$ cat config.mk
export PLATFORM = sky130hd
export DESIGN_NAME = uart_xcvr
export DESIGN_NICKNAME = d
export VERILOG_FILES = /design/src/rtl/uart_xcvr_pkg.sv /design/src/rtl/uart_baud.sv /design/src/rtl/uart_tx.sv /design/src/rtl/uart_rx.sv /design/src/rtl/uart_xcvr.sv
export SDC_FILE = /design/constraint.sdc
export NUM_CORES = 1
export LEC_CHECK = 0
export BUFFER_PORTS_ARGS = -buffer_cell sky130_fd_sc_hd__buf_2
export CORE_MARGIN = 3
export CORE_UTILIZATION = 55
export CTS_CLUSTER_DIAMETER = 150
export DETAILED_ROUTE_END_ITERATION = 6
export MAX_ROUTING_LAYER = met4
export PLACE_DENSITY = 0.79
export SYNTH_ARGS = -nofsm -noshare
export SYNTH_HDL_FRONTEND = slang
export SYNTH_SLANG_ARGS = --single-unit
$ cat constraint.sdc
create_clock -name clk -period 5.2 [get_ports clk]
set_input_delay 0.78 -clock clk [delete_from_list [all_inputs] [get_ports clk]]
set_output_delay 0.78 -clock clk [all_outputs]
set_load 0.02 [all_outputs]
$ cat src/rtl/uart_xcvr_pkg.sv
package uart_xcvr_pkg;
  typedef enum logic [2:0] {
    S_IDLE  = 3'd0,
    S_START = 3'd1,
    S_DATA  = 3'd2,
    S_PAR   = 3'd3,
    S_STOP  = 3'd4
  } ser_state_e;

  typedef struct packed {
    logic par_en;
    logic par_odd;
    logic stop_two;
  } frame_cfg_t;
endpackage

$ cat src/rtl/uart_baud.sv
module uart_baud #(
  parameter int SEL_W = 2,
  parameter int DIV_W = 8
) (
  input  logic             clk,
  input  logic             rst,
  input  logic [SEL_W-1:0] clk_sel,
  input  logic [DIV_W-1:0] rate_div,
  output logic             tick
);
  // prescale ratios are powers of four: 4^sel
  localparam int PRE_W = 2 * ((1 << SEL_W) - 1);

  logic [PRE_W:0]   span;
  logic [PRE_W-1:0] pre_lim;
  logic [PRE_W-1:0] pre_cnt;
  logic [DIV_W-1:0] div_cnt;
  logic             pre_hit;

  always_comb begin
    span    = (PRE_W+1)'(1) << {clk_sel, 1'b0};
    pre_lim = PRE_W'(span - (PRE_W+1)'(1));
    pre_hit = (pre_cnt >= pre_lim);
  end

  always_ff @(posedge clk) begin
    if (rst) begin
      pre_cnt <= '0;
      div_cnt <= '0;
      tick    <= 1'b0;
    end else begin
      tick <= 1'b0;
      pre_cnt <= pre_hit ? '0 : pre_cnt + 1'b1;
      if (pre_hit) begin
        if (div_cnt >= rate_div) begin
          div_cnt <= '0;
          tick    <= 1'b1;
        end else begin
          div_cnt <= div_cnt + 1'b1;
        end
      end
    end
  end
endmodule

$ cat src/rtl/uart_tx.sv
module uart_tx
  import uart_xcvr_pkg::*;
#(
  parameter int DATA_W = 8,
  parameter int OVS    = 16
) (
  input  logic              clk,
  input  logic              rst,
  input  logic              tick,
  input  frame_cfg_t        cfg_in,
  input  logic [DATA_W-1:0] tx_data,
  input  logic              tx_valid,
  output logic              tx_ready,
  output logic              txd
);
  localparam int TC_W = $clog2(OVS);
  localparam int BC_W = $clog2(DATA_W);
  localparam logic [TC_W-1:0] TC_LAST = TC_W'(OVS - 1);
  localparam logic [BC_W-1:0] BC_LAST = BC_W'(DATA_W - 1);

  ser_state_e        st;
  frame_cfg_t        cfg;
  logic [DATA_W-1:0] sh;
  logic [TC_W-1:0]   tcnt;
  logic [BC_W-1:0]   bitn;
  logic              par_bit;
  logic              stop_more;
  logic              bit_end;

  assign tx_ready = (st == S_IDLE);
  assign bit_end  = tick && (tcnt == TC_LAST);

  always_ff @(posedge clk) begin
    if (rst) begin
      st        <= S_IDLE;
      cfg       <= '0;
      sh        <= '0;
      tcnt      <= '0;
      bitn      <= '0;
      par_bit   <= 1'b0;
      stop_more <= 1'b0;
      txd       <= 1'b1;
    end else if (st == S_IDLE) begin
      txd <= 1'b1;
      if (tx_valid) begin
        st      <= S_START;
        cfg     <= cfg_in;
        sh      <= tx_data;
        par_bit <= (^tx_data) ^ cfg_in.par_odd;
        tcnt    <= '0;
        txd     <= 1'b0;
      end
    end else begin
      if (tick) tcnt <= tcnt + 1'b1;
      if (bit_end) begin
        tcnt <= '0;
        unique case (st)
          S_START: begin
            st   <= S_DATA;
            bitn <= '0;
            txd  <= sh[0];
          end
          S_DATA: begin
            if (bitn == BC_LAST) begin
              if (cfg.par_en) begin
                st  <= S_PAR;
                txd <= par_bit;
              end else begin
                st        <= S_STOP;
                txd       <= 1'b1;
                stop_more <= cfg.stop_two;
              end
            end else begin
              bitn <= bitn + 1'b1;
              sh   <= sh >> 1;
              txd  <= sh[1];
            end
          end
          S_PAR: begin
            st        <= S_STOP;
            txd       <= 1'b1;
            stop_more <= cfg.stop_two;
          end
          S_STOP: begin
            if (stop_more) stop_more <= 1'b0;
            else           st        <= S_IDLE;
          end
          default: st <= S_IDLE;
        endcase
      end
    end
  end
endmodule

$ cat src/rtl/uart_rx.sv
module uart_rx
  import uart_xcvr_pkg::*;
#(
  parameter int DATA_W = 8,
  parameter int OVS    = 16
) (
  input  logic              clk,
  input  logic              rst,
  input  logic              tick,
  input  frame_cfg_t        cfg_in,
  input  logic              rxd,
  output logic [DATA_W-1:0] rx_data,
  output logic              rx_valid,
  output logic              rx_par_err,
  output logic              rx_frm_err
);
  localparam int TC_W = $clog2(OVS);
  localparam int BC_W = $clog2(DATA_W);
  localparam logic [TC_W-1:0] TC_LAST = TC_W'(OVS - 1);
  localparam logic [TC_W-1:0] TC_MID  = TC_W'(OVS / 2 - 1);
  localparam logic [BC_W-1:0] BC_LAST = BC_W'(DATA_W - 1);

  ser_state_e        st;
  logic [1:0]        sync;
  logic              rx_s;
  logic              cf_par_en;
  logic              cf_par_odd;
  logic [DATA_W-1:0] sh;
  logic [TC_W-1:0]   tcnt;
  logic [BC_W-1:0]   bitn;
  logic              perr;
  logic              samp;

  assign rx_s = sync[1];
  assign samp = tick && (tcnt == TC_LAST);

  always_ff @(posedge clk) begin
    if (rst) sync <= 2'b11;
    else     sync <= {sync[0], rxd};
  end

  always_ff @(posedge clk) begin
    if (rst) begin
      st         <= S_IDLE;
      cf_par_en  <= 1'b0;
      cf_par_odd <= 1'b0;
      sh         <= '0;
      tcnt       <= '0;
      bitn       <= '0;
      perr       <= 1'b0;
      rx_data    <= '0;
      rx_valid   <= 1'b0;
      rx_par_err <= 1'b0;
      rx_frm_err <= 1'b0;
    end else begin
      rx_valid   <= 1'b0;
      rx_par_err <= 1'b0;
      rx_frm_err <= 1'b0;
      unique case (st)
        S_IDLE: begin
          if (!rx_s) begin
            st         <= S_START;
            tcnt       <= '0;
            perr       <= 1'b0;
            cf_par_en  <= cfg_in.par_en;
            cf_par_odd <= cfg_in.par_odd;
          end
        end
        S_START: begin
          if (tick) begin
            if (tcnt == TC_MID) begin
              tcnt <= '0;
              bitn <= '0;
              st   <= rx_s ? S_IDLE : S_DATA;
            end else begin
              tcnt <= tcnt + 1'b1;
            end
          end
        end
        S_DATA: begin
          if (tick) tcnt <= tcnt + 1'b1;
          if (samp) begin
            tcnt <= '0;
            sh   <= {rx_s, sh[DATA_W-1:1]};
            if (bitn == BC_LAST) st <= cf_par_en ? S_PAR : S_STOP;
            else                 bitn <= bitn + 1'b1;
          end
        end
        S_PAR: begin
          if (tick) tcnt <= tcnt + 1'b1;
          if (samp) begin
            tcnt <= '0;
            perr <= rx_s ^ (^sh) ^ cf_par_odd;
            st   <= S_STOP;
          end
        end
        S_STOP: begin
          if (tick) tcnt <= tcnt + 1'b1;
          if (samp) begin
            // only this stop bit is examined; the line is watched again at once
            tcnt       <= '0;
            rx_data    <= sh;
            rx_valid   <= 1'b1;
            rx_par_err <= perr & cf_par_en;
            rx_frm_err <= ~rx_s;
            st         <= S_IDLE;
          end
        end
        default: st <= S_IDLE;
      endcase
    end
  end
endmodule

$ cat src/rtl/uart_xcvr.sv
module uart_xcvr
  import uart_xcvr_pkg::*;
#(
  parameter int DATA_W = 8,
  parameter int DIV_W  = 8,
  parameter int SEL_W  = 2,
  parameter int OVS    = 16
) (
  input  logic              clk,
  input  logic              rst,
  input  logic              par_en,
  input  logic              par_odd,
  input  logic              stop_two,
  input  logic [SEL_W-1:0]  clk_sel,
  input  logic [DIV_W-1:0]  rate_div,
  input  logic [DATA_W-1:0] tx_data,
  input  logic              tx_valid,
  output logic              tx_ready,
  output logic              txd,
  input  logic              rxd,
  output logic [DATA_W-1:0] rx_data,
  output logic              rx_valid,
  output logic              rx_par_err,
  output logic              rx_frm_err
);
  logic       tick;
  frame_cfg_t cfg;

  assign cfg = '{par_en: par_en, par_odd: par_odd, stop_two: stop_two};

  uart_baud #(.SEL_W(SEL_W), .DIV_W(DIV_W)) u_baud (
    .clk(clk), .rst(rst), .clk_sel(clk_sel), .rate_div(rate_div), .tick(tick)
  );

  uart_tx #(.DATA_W(DATA_W), .OVS(OVS)) u_tx (
    .clk(clk), .rst(rst), .tick(tick), .cfg_in(cfg),
    .tx_data(tx_data), .tx_valid(tx_valid), .tx_ready(tx_ready), .txd(txd)
  );

  uart_rx #(.DATA_W(DATA_W), .OVS(OVS)) u_rx (
    .clk(clk), .rst(rst), .tick(tick), .cfg_in(cfg), .rxd(rxd),
    .rx_data(rx_data), .rx_valid(rx_valid),
    .rx_par_err(rx_par_err), .rx_frm_err(rx_frm_err)
  );
endmodule

==> results.tsv <==
stage	metric	value	unit
setup_path	cell breakdown of the critical path	buf_2, or2_2, ha_1, ha_1, nand4_1, o221ai_1, o2111ai_1, a31oi_1	
hold_path	hold_sp	u_rx.sync[0]$_SDFF_PP1_	
synthesis	Mapped Nets	500	
setup_path	crit path max fanout	15	
outcome	status	finished, final reports clean	
synthesis	syn avg cell area	8.57	um^2
clock_network	# hold bufs at CTS	0	
clock_network	Resize count post-CTS	0	
global_routing	number of global-route vias before repair	2974	
power_and_ir_drop	Design Power	1.34	mW
clock_network	clock root buffer	clkbuf_8	
die	chip width	89.9	um
die	Die ar.	8090	um^2
setup_path	r2r startpoint	u_baud.pre_cnt[0]$_SDFF_PP0_	
clock_network	Clock Tree Buf Depth	2	
setup_path	reg2reg setup slack	2.82	ns
power_and_ir_drop	Pleak	1.76	nW
setup_path	critical path class	input pin to flip-flop	
synthesis	synth top area cells	dfxtp_1 (37%), ha_1 (7.4%), mux2i_1 (5.7%)	
synthesis	Post-synth EDFFs	0	
timing	final setup fails	0	
cells_and_area	Inserted Diodes	0	
setup_path	worst r2r dst	u_baud.div_cnt[2]$_SDFFE_PP0P_	
job	number of max-cap violations	0	
drt	vias	3242	
clock_network	# clock sinks	72	
cells_and_area	Nets	526	
timing	Worst Tran Pin Value	1.22	ns
synthesis	Yosys reg bits	72	
clock_network	clk_lat worst skew	0.34	ns
timing	crit path time final	3.06	ns
setup_path	Data arrival, critical path	3.32	ns
drt	DRC violations left	0	
hold_path	class of the worst hold path	flip-flop to flip-flop	
timing	fin. max-slew vios	0	
placement	RePlAce Congestion	0.839	
drt	vias per cell	5.63	
cells_and_area	share of cells above drive strength 1	0.143	
die	I/O pins	38	
clock_network	CTS tree	built	
global_routing	first-pass GRT wire length	13700	um
cells_and_area	synthesis-to-finish area growth	11.6	%
synthesis	mapped cell area	3870	um^2
setup_path	Slowest Stage Delay on Critical Path	0.94	ns
setup_path	most frequent CP cell	ha_1	
drt	wire length per cell	13.8	um
timing	period utilization	0.589	
timing	setup TNS	0	ns
synthesis	commonest register cell after synthesis	dfxtp_1	
die	Core Area	6570	um^2
clock_network	H-tree levels	3	
timing	worst slew margin relative to its limit	0.185	
synthesis	area leader, netlist	dfxtp_1	
synthesis	Async SR Flop Fraction	0	
placement	hpwl dp	5540	um
hold_path	hold path depth	1	
timing	final-report hold violation count	0	
global_routing	pin count of the biggest net entering global routing	45	
power_and_ir_drop	Power Density	310	nW/um^2
synthesis	Netlist cell types	53	
drt	Iteration-0 DRC Markers	232	
drt	Detailed Route WL	7970	um
global_routing	Global Route Usage Sum	0.206	
die	# rows	29	
synthesis	sequential fraction of the synthesis area	0.372	
global_routing	total grt overflow	0	
clock_network	Post-CTS Setup Bufs	0	
timing	RSZ-0062 raised after global routing	false	
drt	Post-DRT Antenna Nets	0	
synthesis	Yosys top cell area share	0.372	
die	Die Height	89.9	um
hold_path	WHS Endpoint	u_rx.sync[1]$_SDFF_PP1_	
setup_path	Slowest cell on crit path	o221ai_1	
setup_path	worst reg2reg path depth	7	
setup_path	Crit. End Element	flip-flop	
global_routing	initial antenna violation count	0	
synthesis	Synth top cells by count	dfxtp_1 (72), nor2_1 (57), nand2_1 (40)	
cells_and_area	Design Area, Final	4320	um^2
timing	Fmax achieved	0.326	GHz
drt	drt pass-1 iters	4	
power_and_ir_drop	worst vdd ir	0.000255	V
setup_path	Setup crit start kind	input pin	
clock_network	Num CTS Buffers	9	
placement	Setup WS pre-CTS	1.83	ns
placement	Area after DPL	4080	um^2
timing	clk_skew	0.0101	ns
timing	final worst setup slack	2.14	ns
setup_path	WP data required	5.46	ns
clock_network	Clock transition at path regs	0.08	ns
synthesis	Cells after Synth	452	
synthesis	Synth Warn #	0	
placement	port buffer count	37	
die	Initial Util	0.590	
synthesis	most common cell in the netlist	dfxtp_1	
layer usage:
metal | global-route usage | up-vias | wire length, um | part of all wire
met5 | - | - | 0 | 0
met4 | 0.0638 | 0 | 76 | 0.0095
met3 | 0.0442 | 6 | 262 | 0.033
met2 | 0.324 | 54 | 3770 | 0.47
met1 | 0.267 | 1518 | 3850 | 0.48
li1 | - | 1664 | - | -
flip-flops by register name, indices dropped and copies added (netlist names), 2 cells and up:
register,count
u_rx.sh,8
u_tx.st,3
u_tx.bitn,3
u_tx.cfg,2
u_rx.rx_data,8
u_baud.pre_cnt,6
u_rx.sync,2
u_tx.tcnt,4
u_rx.bitn,3
u_tx.sh,8
u_baud.div_cnt,8
u_rx.st,3
u_rx.tcnt,4
report_power, final:
part	internal, mW	leakage, nW	switching (mW)
logic	0.0829	1.06	0.120
registers	0.577	0.584	0.0270
clock network	0.322	0.117	0.213
total	0.982	1.76	0.360
area by class of cell:
cell class              instances  area [um^2]
fillers                       538         2240
flip-flops and latches         72         1440
repair buffers                 38          193
inverters                      18         67.6
well taps                      93          116
multi-input cells             339         2260
clock buffers                  10          128
clock inverters                 6          115
kinds of logic (layout without fill, tap and decap cells):
family | Yosys count | count (layout) | synth area share
multiplexers | 25 | 25 | 0.0655
flip-flops | 72 | 72 | 0.372
AND/OR/NAND/NOR | 177 | 177 | 0.225
adder cells (fa/ha/maj) | 23 | 23 | 0.0743
AO/OA/AOI/OAI | 94 | 94 | 0.167
buffers and inverters | 41 | 72 | 0.0439
XOR/XNOR | 20 | 20 | 0.0523
worst max-delay path: cells and delay by family:
family                   cells  cell delay, ns
AO/OA/AOI/OAI                3            1.41
buffers and inverters        1            0.11
AND/OR/NAND/NOR              2            0.44
adder cells (fa/ha/maj)      2            0.59
metrics by stage:
step	hold slack (ns)	instances	utilization
finish	0.427	576	0.658
global placement	0.396	560	0.621
floorplan	0.389	452	-
global route	0.464	576	0.658
detailed placement	0.406	560	0.621
CTS	0.434	576	0.658
cell usage in the layout, fill, tap and decap left out, drive strengths merged, types with 3 or more instances in the layout:
cell type and instances:
o211ai 13, a31oi 9, mux2 3, nor2 57
xnor2 15, o21ai 10, a21oi 29, o2111ai 4
nand4 5, or2 6, nand3b 4, nor3 10
mux2i 22, nand2 40, clkbuf 10, nor2b 6
o21a 5, nand2b 11, buf 38, dfxtp 72
or3 5, bufinv 3, nand4b 3, and3 5
nand3 15, ha 23, o31ai 3, a311oi 7
inv 20, xor2 3
worst max path at each step:
stage / startpoint / to / slack (ns) / cells past startpoint
after floorplan: clk_sel[1] / u_baud.div_cnt[6]$_SDFFE_PP0P_ / 2.51 / 8
after global placement: clk_sel[1] / u_baud.div_cnt[2]$_SDFFE_PP0P_ / 1.94 / 8
after detailed placement: clk_sel[1] / u_baud.div_cnt[3]$_SDFFE_PP0P_ / 1.83 / 8
after CTS: clk_sel[1] / u_baud.div_cnt[2]$_SDFFE_PP0P_ / 2.16 / 8
after global routing: clk_sel[1] / u_baud.div_cnt[2]$_SDFFE_PP0P_ / 1.99 / 8
final: clk_sel[1] / u_baud.div_cnt[2]$_SDFFE_PP0P_ / 2.14 / 8
No activity file was read; power rests on OpenSTA's default activity.
